File: src/rtl/tmr12_pkg.sv
package tmr12_pkg;

    parameter int           TMR_CNT_W   = 12;
    parameter int           TMR_PRE_W   = 12;
    parameter logic [11:0]  TMR_RESTORE = 12'hFFC;

    typedef enum logic [1:0] {
        MODE_INTERVAL = 2'd0,
        MODE_EVENT    = 2'd1,
        MODE_PWIDTH   = 2'd2,
        MODE_SQUARE   = 2'd3
    } tmr_mode_e;

    // per-cycle timing events delivered to the counter core
    typedef struct packed {
        logic tick;   // prescaler tick
        logic lvl;    // qualified pin level
        logic rise;   // qualified rising edge
        logic fall;   // qualified falling edge
    } tmr_evt_t;

    function automatic logic mode_steps(tmr_mode_e m, tmr_evt_t e, logic frozen);
        case (m)
            MODE_INTERVAL: return e.tick;
            MODE_EVENT:    return e.rise;
            MODE_PWIDTH:   return e.tick & e.lvl & ~frozen;
            default:       return e.tick;
        endcase
    endfunction

endpackage

File: src/rtl/tmr12_prescaler.sv
module tmr12_prescaler #(
    parameter int PRE_W = 12,
    localparam int SEL_W = $clog2(PRE_W + 1)
) (
    input  logic             clk,
    input  logic             rst,
    input  logic             clr_i,
    input  logic [SEL_W-1:0] sel_i,
    output logic             tick_o
);

    logic [PRE_W-1:0] cnt_q;
    logic [PRE_W-1:0] mask;
    logic [SEL_W-1:0] sel_c;

    always_comb begin
        sel_c = (sel_i > SEL_W'(PRE_W)) ? SEL_W'(PRE_W) : sel_i;
        for (int i = 0; i < PRE_W; i++) begin
            mask[i] = (i < int'(sel_c));
        end
    end

    assign tick_o = ((cnt_q & mask) == mask);

    always_ff @(posedge clk) begin
        if (rst || clr_i) cnt_q <= '0;
        else              cnt_q <= cnt_q + 1'b1;
    end

    // a divide of 2^n must never tick in two adjacent cycles for n >= 1
    AST_TICK_SPACED: assert property (@(posedge clk) disable iff (rst)
        (tick_o && sel_c != '0 && !clr_i) |=> !tick_o)
        else $error("prescaler ticked twice in a row");

endmodule

File: src/rtl/tmr12_pin_qual.sv
module tmr12_pin_qual #(
    parameter int SYNC_STAGES = 2,
    parameter int QUAL_CYC    = 2,
    localparam int QW = (QUAL_CYC < 2) ? 1 : $clog2(QUAL_CYC)
) (
    input  logic clk,
    input  logic rst,
    input  logic pin_i,
    output logic lvl_o,
    output logic rise_o,
    output logic fall_o
);

    logic [SYNC_STAGES-1:0] sync_q;
    logic                   s;
    logic [QW-1:0]          qcnt_q;
    logic                   lvl_q;
    logic                   lvl_d_q;

    generate
        if (SYNC_STAGES == 1) begin : g_one
            always_ff @(posedge clk) begin
                if (rst) sync_q <= '0;
                else     sync_q <= pin_i;
            end
        end else begin : g_chain
            always_ff @(posedge clk) begin
                if (rst) sync_q <= '0;
                else     sync_q <= {sync_q[SYNC_STAGES-2:0], pin_i};
            end
        end
    endgenerate

    assign s = sync_q[SYNC_STAGES-1];

    always_ff @(posedge clk) begin
        if (rst) begin
            qcnt_q  <= '0;
            lvl_q   <= 1'b0;
            lvl_d_q <= 1'b0;
        end else begin
            lvl_d_q <= lvl_q;
            if (s == lvl_q) begin
                qcnt_q <= '0;
            end else if (qcnt_q == QW'(QUAL_CYC - 1)) begin
                qcnt_q <= '0;
                lvl_q  <= s;
            end else begin
                qcnt_q <= qcnt_q + 1'b1;
            end
        end
    end

    assign lvl_o  = lvl_q;
    assign rise_o = lvl_q & ~lvl_d_q;
    assign fall_o = ~lvl_q & lvl_d_q;

    AST_QUAL_NEEDS_DIFF: assert property (@(posedge clk) disable iff (rst)
        !$stable(lvl_q) |-> ($past(s) != $past(lvl_q)))
        else $error("qualified level moved without differing input");

endmodule

File: src/rtl/tmr12_core.sv
module tmr12_core
    import tmr12_pkg::*;
#(
    parameter int               CNT_W       = 12,
    parameter logic [CNT_W-1:0] RESTORE_VAL = '1
) (
    input  logic             clk,
    input  logic             rst,
    input  logic             wake_i,
    input  logic             load_i,
    input  tmr_mode_e        mode_i,
    input  logic [CNT_W-1:0] reload_i,
    input  tmr_evt_t         ev_i,
    output logic [CNT_W-1:0] count_o,
    output logic             sq_o,
    output logic             irq_o
);

    localparam logic [CNT_W-1:0] CNT_MAX = '1;

    logic [CNT_W-1:0] count_q;
    logic             sq_q;
    logic             irq_q;
    logic             frozen_q;
    logic             step;
    logic             roll;

    assign step = mode_steps(mode_i, ev_i, frozen_q);
    assign roll = step && (count_q == CNT_MAX);

    always_ff @(posedge clk) begin
        if (rst) begin
            count_q  <= RESTORE_VAL;
            sq_q     <= 1'b0;
            irq_q    <= 1'b0;
            frozen_q <= 1'b0;
        end else if (wake_i) begin
            count_q  <= RESTORE_VAL;
            irq_q    <= 1'b0;
            frozen_q <= 1'b0;
        end else if (load_i) begin
            count_q  <= reload_i;
            sq_q     <= 1'b0;
            irq_q    <= 1'b0;
            frozen_q <= 1'b0;
        end else begin
            irq_q <= roll;
            if (step) begin
                if (roll && mode_i == MODE_SQUARE) count_q <= reload_i;
                else                               count_q <= count_q + 1'b1;
            end
            if (roll && mode_i == MODE_SQUARE) sq_q <= ~sq_q;
            if (mode_i == MODE_PWIDTH && ev_i.fall) frozen_q <= 1'b1;
        end
    end

    assign count_o = count_q;
    assign sq_o    = sq_q;
    assign irq_o   = irq_q;

    AST_RESET_LOAD: assert property (@(posedge clk) disable iff (rst)
        $past(rst) |-> (count_q == RESTORE_VAL && !sq_q && !irq_q))
        else $error("bad post-reset state");

    AST_OVF_FROM_MAX: assert property (@(posedge clk) disable iff (rst)
        irq_q |-> ($past(count_q) == CNT_MAX))
        else $error("interrupt without a roll from max");

    AST_WAKE_RESTORE: assert property (@(posedge clk) disable iff (rst)
        wake_i |=> (count_q == RESTORE_VAL))
        else $error("wake did not restore the count");

    AST_EVT_SINGLE_STEP: assert property (@(posedge clk) disable iff (rst)
        (mode_i == MODE_EVENT && !load_i && !wake_i)
            |=> (CNT_W'(count_q - $past(count_q)) <= CNT_W'(1)))
        else $error("event mode jumped by more than one");

    AST_PW_FROZEN: assert property (@(posedge clk) disable iff (rst)
        (frozen_q && mode_i == MODE_PWIDTH && !load_i && !wake_i) |=> $stable(count_q))
        else $error("frozen pulse width moved");

    AST_SQ_ONLY_ON_OVF: assert property (@(posedge clk) disable iff (rst)
        !$stable(sq_q) |-> (irq_q || $past(load_i)))
        else $error("square output moved without overflow or write");

endmodule

File: src/rtl/tmr12_multi.sv
module tmr12_multi
    import tmr12_pkg::*;
#(
    parameter int CNT_W       = TMR_CNT_W,
    parameter int PRE_W       = TMR_PRE_W,
    parameter int SYNC_STAGES = 2,
    parameter int QUAL_CYC    = 2,
    localparam int SEL_W      = $clog2(PRE_W + 1)
) (
    input  logic             clk,
    input  logic             rst,
    input  logic             wake_i,
    input  logic             ctl_we_i,
    input  logic [1:0]       ctl_mode_i,
    input  logic [SEL_W-1:0] ctl_div_i,
    input  logic             reload_we_i,
    input  logic [CNT_W-1:0] reload_i,
    input  logic             pin_i,
    output logic [CNT_W-1:0] count_o,
    output logic             sq_o,
    output logic             irq_o
);

    tmr_mode_e        mode_q;
    logic [SEL_W-1:0] div_q;
    logic [CNT_W-1:0] reload_q;
    tmr_evt_t         ev;
    logic             tick;
    logic             lvl;
    logic             rise;
    logic             fall;

    always_ff @(posedge clk) begin
        if (rst) begin
            mode_q   <= MODE_INTERVAL;
            div_q    <= '0;
            reload_q <= '0;
        end else begin
            if (ctl_we_i) begin
                mode_q <= tmr_mode_e'(ctl_mode_i);
                div_q  <= ctl_div_i;
            end
            if (reload_we_i) reload_q <= reload_i;
        end
    end

    tmr12_prescaler #(.PRE_W(PRE_W)) u_pre (
        .clk    (clk),
        .rst    (rst),
        .clr_i  (ctl_we_i | wake_i),
        .sel_i  (div_q),
        .tick_o (tick)
    );

    tmr12_pin_qual #(.SYNC_STAGES(SYNC_STAGES), .QUAL_CYC(QUAL_CYC)) u_qual (
        .clk    (clk),
        .rst    (rst),
        .pin_i  (pin_i),
        .lvl_o  (lvl),
        .rise_o (rise),
        .fall_o (fall)
    );

    always_comb begin
        ev.tick = tick;
        ev.lvl  = lvl;
        ev.rise = rise;
        ev.fall = fall;
    end

    tmr12_core #(
        .CNT_W       (CNT_W),
        .RESTORE_VAL (CNT_W'(TMR_RESTORE))
    ) u_core (
        .clk      (clk),
        .rst      (rst),
        .wake_i   (wake_i),
        .load_i   (ctl_we_i),
        .mode_i   (mode_q),
        .reload_i (reload_q),
        .ev_i     (ev),
        .count_o  (count_o),
        .sq_o     (sq_o),
        .irq_o    (irq_o)
    );

    AST_IRQ_NOT_ON_WRITE: assert property (@(posedge clk) disable iff (rst)
        (ctl_we_i || wake_i) |=> !irq_o)
        else $error("interrupt after a write or wake");

endmodule

File: config.mk
export PLATFORM = sky130hd
export DESIGN_NAME = tmr12_multi
export DESIGN_NICKNAME = d
export VERILOG_FILES = /design/src/rtl/tmr12_pkg.sv /design/src/rtl/tmr12_prescaler.sv /design/src/rtl/tmr12_pin_qual.sv /design/src/rtl/tmr12_core.sv /design/src/rtl/tmr12_multi.sv
export SDC_FILE = /design/constraint.sdc
export NUM_CORES = 1
export LEC_CHECK = 0
export ABC_AREA = 1
export ABC_CLOCK_PERIOD_IN_PS = 2600
export CAP_MARGIN = 10
export CORE_MARGIN = 1
export CORE_UTILIZATION = 30
export CTS_BUF_LIST = sky130_fd_sc_hd__clkbuf_8 sky130_fd_sc_hd__clkbuf_16
export DETAILED_ROUTE_END_ITERATION = 8
export GPL_ROUTABILITY_DRIVEN = 0
export SYNTH_ARGS = -nofsm -noshare
export SYNTH_HDL_FRONTEND = slang
export SYNTH_SLANG_ARGS = --single-unit
File: constraint.sdc
create_clock -name clk -period 2.6 [get_ports clk]
set_input_delay 0.52 -clock clk [delete_from_list [all_inputs] [get_ports clk]]
set_output_delay 0.52 -clock clk [all_outputs]
set_load 0.005 [all_outputs]
==> flow_summary.json, run 1 <==
{
  "run_status": "finished clean",
  "hold_depth": 2,
  "final_max_slew_viol_count": 0,
  "slowest_stage": "dfxtp_1",
  "postCtsHoldBufs": 0,
  "cp_max_fo": 24,
  "grt_usage": 0.1409,
  "switchingPower_uw": 409.4,
  "synth_warnings": 0,
  "holdPathEnd": "u_qual.sync_q[1]",
  "p_per_area_mw_per_mm2": 514.0,
  "timing.rr.start": "mode_q[0]",
  "p_leak_nw": 1.379,
  "drt-initial-drc-count": 111,
  "cts_tree": "yes",
  "cts_inserted_buffers": 5,
  "dieWidth_um": 92.71,
  "drive_gt1_frac": 0.05959,
  "synth-seq-cells": 50,
  "nets": 414,
  "place_ws_ps": 365.4,
  "cts_buffer_depth": 2,
  "path_cells": "inv_1 -> ha_1 -> inv_1 -> nand2_1 -> nand4_1 -> nor2_1 -> nand3_2 -> nand3_2 -> o21ai_0 -> inv_1 -> nand2_1 -> inv_1",
  "fin_worst_skew_ps": 9.954,
  "ys_seq_area_frac": 0.4055,
  "grt_pass1_vias": 2133,
  "io_pins": 38,
  "intPower_mw": 1.156,
  "post-dp-hpwl_um": 4147,
  "diodes": 0,
  "switching_share": 0.2615,
  "ant_nets": 0,
  "wl_per_cell_um": 11.74,
  "crit_type": "reg -> reg",
  "setup_violations": 0,
  "mostFrequentLayoutCell": "inv_1",
  "crit_required_ps": 2810,
  "cts_num_sinks": 50,
  "core_area_mm2": 0.007848,
  "finalCritPeriodShare": 0.7717,
  "cp-start-kind": "register",
  "tightest_slew_ps": 550.9,
  "worst_ir_drop_vdd_mv": 0.1986,
  "fmax_mhz": 498.4,
  "fp.dieH_um": 92.71,
  "via_per_inst": 4.678,
  "min-delay-start": "u_qual.sync_q[0]",
  "cts_root_buf": "clkbuf_8",
  "yosysUniqueCellTypes": 29,
  "pwr-share-seq": 0.532,
  "maxCapViolCount": 0,
  "clock_power_share": 0.323,
  "cp_data_arrival_time_ps": 2210,
  "synth_fp_nets": 378,
  "grt_pass1_wl_um": 9749,
  "synth_area_mm2": 0.002469,
  "area_growth_pct": 23.37,
  "finalHoldViolations": 0,
  "cp_slowest_stage_delay_ps": 370,
  "cts_setup_buffers": 0,
  "fin_ws_ps": 593.6,
  "worst-r2r-setup-slack_ps": 590,
  "cp-end-kind": "register",
  "hp-class": "reg -> reg",
  "r2r_end": "u_core.count_o[0]",
  "fin_crit_ps": 2006,
  "drt-total-wl_um": 5731,
  "cts_resized": 0,
  "first_pass_iters": 5,
  "clkSlewWorstSetupHoldPaths_ps": 90,
  "syn-instance-count": 349,
  "layout_common_cells": "inv_1, dfxtp_1, nand2_1, nor2_1",
  "die_area_mm2": 0.008595,
  "cts_max_level": 2,
  "clock_latency_ps": 300,
  "initial_core_util": 0.3146,
  "setup_tns_ps": 0,
  "rsz0062_at_grt": "no",
  "worst-r2r-cell-count": 12,
  "path_common_cell": "inv_1",
  "synth_area_per_cell_um2": 7.073,
  "drc": 0,
  "antenna_found_initial": 0,
  "rows": 32,
  "overflow": 0,
  "p_comb_frac": 0.145,
  "port_buffers": 37,
  "grt_max_degree": 25,
  "num_vias": 2283,
  "timing.slew.headroom": 0.6324
}
==> per-stage QoR <==
| step | hold WS [ps] | instance area, um2 | utilization | power [mW] | std cells |
|---|---|---|---|---|---|
| after floorplan | 388.3 | 2469 | - | 0.9808 | 349 |
| after global routing | 451.0 | 3045 | 0.3881 | 1.652 | 488 |
| after detailed placement | 404.9 | 2940 | 0.3747 | 1.079 | 480 |
| after global placement | 390.7 | 2940 | 0.3747 | 1.074 | 480 |
| after CTS | 419.0 | 3045 | 0.3881 | 1.589 | 488 |
| final | 414.1 | 3045 | 0.3881 | 1.565 | 488 |
==> area by class of cell <==
class                      count  area [um2]
clock buffer                   7       96.34
clock inverter                 1       8.758
fill                         841        4802
inverter                      52       195.2
multi-input combinational    235        1216
sequential                    50        1001
tap                          102       127.6
timing repair buffer          41       400.4
==> cells in the mapped netlist <==
master | n | share of area
a211oi_1 | 1 | 0.0030
a21boi_2 | 1 | 0.0046
a21o_1 | 1 | 0.0030
a21oi_1 | 26 | 0.053
buf_1 | 2 | 0.0030
buf_2 | 3 | 0.0061
buf_6 | 1 | 0.0046
clkbuf_1 | 6 | 0.0091
clkinv_1 | 1 | 0.0015
dfxtp_1 | 50 | 0.41
ha_1 | 5 | 0.025
inv_1 | 51 | 0.078
nand2_1 | 47 | 0.071
nand2_2 | 2 | 0.0051
nand3_1 | 32 | 0.065
nand3_2 | 4 | 0.016
nand3b_1 | 2 | 0.0061
nand4_1 | 6 | 0.015
nor2_1 | 45 | 0.068
nor2_2 | 1 | 0.0025
nor3_1 | 3 | 0.0061
nor4_2 | 1 | 0.0051
o21a_1 | 1 | 0.0030
o21ai_0 | 37 | 0.075
o21bai_1 | 7 | 0.021
o31ai_1 | 1 | 0.0030
or2_2 | 2 | 0.0051
xnor2_1 | 2 | 0.0071
xor2_1 | 8 | 0.028
==> flip-flops by register name, summed over array words and instances, names as in the netlist, 2 cells and up <==
signal	flops
div_q	4
mode_q	2
reload_q	12
u_core.count_o	12
u_pre.cnt_q	12
u_qual.sync_q	2
==> power by group through the flow <==
stage          Combinational, mW  Sequential (mW)  Clock, mW
6_report                   0.227            0.833      0.505
5_1_grt                    0.258            0.839      0.555
4_1_cts                    0.230            0.833      0.526
3_5_place_dp               0.228            0.851          0
3_3_place_gp               0.224            0.850          0
2_1_floorplan              0.137            0.843          0
==> worst max-delay path: cells and delay by family (launching register included) <==
| kind | cells | cell delay, ps |
|---|---|---|
| AOI/OAI and AO/OA | 1 | 340 |
| adders and majority gates | 1 | 290 |
| and+or+nand+nor | 6 | 690 |
| buffers and inverters | 4 | 230 |
| DFF | 1 | 370 |
==> worst max-delay path by stage <==
stage / startpoint / end / slack (ps) / cells past startpoint
after floorplan: u_core.count_o[0] / u_core.count_o[2] / 910 / 9
final: mode_q[0] / u_core.count_o[0] / 590 / 12
after global routing: mode_q[0] / u_core.count_o[0] / 380 / 12
after CTS: mode_q[0] / u_core.count_o[0] / 590 / 12
after global placement: ctl_we_i / u_core.count_o[2] / 440 / 5
after detailed placement: ctl_we_i / u_core.count_o[5] / 370 / 5
==> metal layers <==
metal | vias up | part of all wire | wire length [um] | global-route usage
met5 | - | 0 | 0 | 0
met4 | 0 | 0.0087 | 50 | 0.04615
met3 | 4 | 0.032 | 181 | 0.02874
met2 | 39 | 0.46 | 2636 | 0.2358
met1 | 1044 | 0.50 | 2863 | 0.1803
li1 | 1196 | - | - | -
==> logic make-up (layout without fill, tap and decap cells) <==
kind of cell,Yosys count,after routing,share of synthesized area
simple gates,145,145,0.2661
compound gates,75,75,0.1657
buf+inv,64,101,0.1019
flops,50,50,0.4055
xor+xnor,10,10,0.03548
fa+ha+maj,5,5,0.02534
Power figures use the tool's default switching activity.
==> run 2, diff against run 1 <==
Settings changed: ABC_CLOCK_PERIOD_IN_PS 2600 to 1950.
Clock period 2.6 ns to 1.95 ns, I/O delays scaled along.
==> run 2 against run 1 <==
Clock power rose by 32%. Final cell count is 3.5% higher. Clock skew up 1.5 ps. Design area is 7.6% higher. Global-route usage about the same. Sequential share of layout area down 2.0 points. Worst hold slack worse by 7.4 ps. Largest power group unchanged.
==> flow_summary.json, run 2 (synthesis gave the netlist of run 1 again) <==
{
  "cts_inserted_buffers": 5,
  "cts_buffer_depth": 2,
  "crit_required_ps": 2150,
  "grt_usage": 0.1406,
  "ant_nets": 0,
  "cts_num_sinks": 50,
  "cp_max_fo": 5,
  "hp-class": "reg -> reg",
  "core_area_mm2": 0.007848,
  "drt-total-wl_um": 5897,
  "finalCritPeriodShare": 0.9495,
  "setup_violations": 0,
  "p_per_area_mw_per_mm2": 645.8,
  "first_pass_iters": 4,
  "drc": 0,
  "rows": 32,
  "clkSlewWorstSetupHoldPaths_ps": 100,
  "drive_gt1_frac": 0.1315,
  "nets": 431,
  "area_growth_pct": 32.79,
  "slowest_stage": "dfxtp_2",
  "antenna_found_initial": 0,
  "fin_crit_ps": 1852,
  "worst_ir_drop_vdd_mv": 0.3617,
  "drt-initial-drc-count": 118,
  "final_cells": 505,
  "cts_root_buf": "clkbuf_8",
  "place_ws_ps": 43.38,
  "crit_type": "reg -> reg",
  "diodes": 0,
  "final_max_slew_viol_count": 0,
  "via_per_inst": 4.618,
  "fin_worst_skew_ps": 11.40,
  "fill_cells": 836,
  "fmax_mhz": 540.1,
  "cts_max_level": 2,
  "tightest_slew_ps": 454.9,
  "num_vias": 2332,
  "io_pins": 38,
  "dp.cells": 493,
  "die_area_mm2": 0.008595,
  "layout_common_cells": "inv_1, nor2_1, nand2_1, dfxtp_1",
  "timing.slew.headroom": 0.6964,
  "cp_data_arrival_time_ps": 2050,
  "overflow": 0,
  "grt_max_degree": 24,
  "p_leak_nw": 1.477,
  "hold_slack_ps": 406.7,
  "maxCapViolCount": 0,
  "dieWidth_um": 92.71,
  "cts_tree": "yes",
  "port_buffers": 37,
  "grt_pass1_vias": 2089,
  "grt_pass1_wl_um": 9701,
  "cp-start-kind": "register",
  "initial_core_util": 0.3146,
  "post-dp-hpwl_um": 4257,
  "postCtsHoldBufs": 0,
  "wl_per_cell_um": 11.68,
  "fp.dieH_um": 92.71,
  "clock_latency_ps": 310,
  "fin_ws_ps": 98.41,
  "cp_slowest_stage_delay_ps": 350,
  "cp-end-kind": "register",
  "finalHoldViolations": 0,
  "path_cells": "ha_2 -> nand2_2 -> nor2_4 -> nand3_2 -> nor4_4 -> nand3_4 -> clkbuf_16 -> a21oi_1 -> o21bai_1",
  "mostFrequentLayoutCell": "inv_1",
  "run_status": "finished clean"
}
## run 2: cell count changes in the layout (fill, tap and decap cells not counted), moves of 2 or more
cell and change:
buf_4 +14, clkbuf_16 +2, nand3_4 +2, inv_1 -2
ha_1 -2, nand2_2 +2, inv_2 +2, dfxtp_1 -6
dfxtp_2 +5, nand2_1 -2
## run 2: power by group
group | switching (mW) | internal [mW] | leakage [nW]
sequential | 0.0383 | 1.07 | 0.413
clock | 0.372 | 0.293 | 0.0478
combinational | 0.174 | 0.170 | 1.02
total | 0.584 | 1.53 | 1.48
## run 2: final timing paths
kind                startpoint  slack (ps)  cells after the start                 to
max          u_core.count_o[1]         100                      9  u_core.count_o[3]
min           u_qual.sync_q[0]         410                      2   u_qual.sync_q[1]
max reg2reg  u_core.count_o[1]         100                      9  u_core.count_o[3]
min reg2reg   u_qual.sync_q[0]         410                      2   u_qual.sync_q[1]
## run 2: final cells by class
| type | count | area [um2] | share of cell area |
|---|---|---|---|
| clock buffers | 6 | 82.58 | 0.02519 |
| repair buffers | 58 | 575.6 | 0.1756 |
| flip-flops and latches | 50 | 1011 | 0.3084 |
| multi-input cells | 235 | 1270 | 0.3874 |
| inverters | 52 | 195.2 | 0.05954 |
| clock inverters | 2 | 16.27 | 0.004962 |
| well taps | 102 | 127.6 | 0.03893 |
## run 2: through the flow
step                instance area (um2)  setup TNS, ps    util  total power, mW
floorplan                          2469              0       -            1.308
global placement                   3050              0  0.3887            1.456
detailed placement                 3050              0  0.3887            1.459
CTS                                3149              0  0.4013            2.128
global route                       3278         -40.77  0.4177            2.225
finish                             3278              0  0.4177            2.117
## run 2: metal layers
metal / routed length, um / track usage
met5: 0 / 0
met4: 68 / 0.04615
met3: 194 / 0.03038
met2: 2673 / 0.2191
met1: 2961 / 0.1921
## run 2: timing repair
action	CTS	global route
endpoints found under the setup margin	0	13
setup buffers	0	2
resized for setup	0	19
## run 2: critical path, delay by kind of cell, from the launching register on
family / cells / cell delay [ps]
AND/OR/NAND/NOR: 5 / 770
flip-flops: 1 / 350
AO/OA/AOI/OAI: 2 / 250
buffers and inverters: 1 / 200
adder cells (fa/ha/maj): 1 / 190
==> run 3, diff against run 2 <==
Settings changed: SLEW_MARGIN from default to 20.
==> results of run 3 <==
The final DEF is identical to that of run 2; final timing and power are the same.
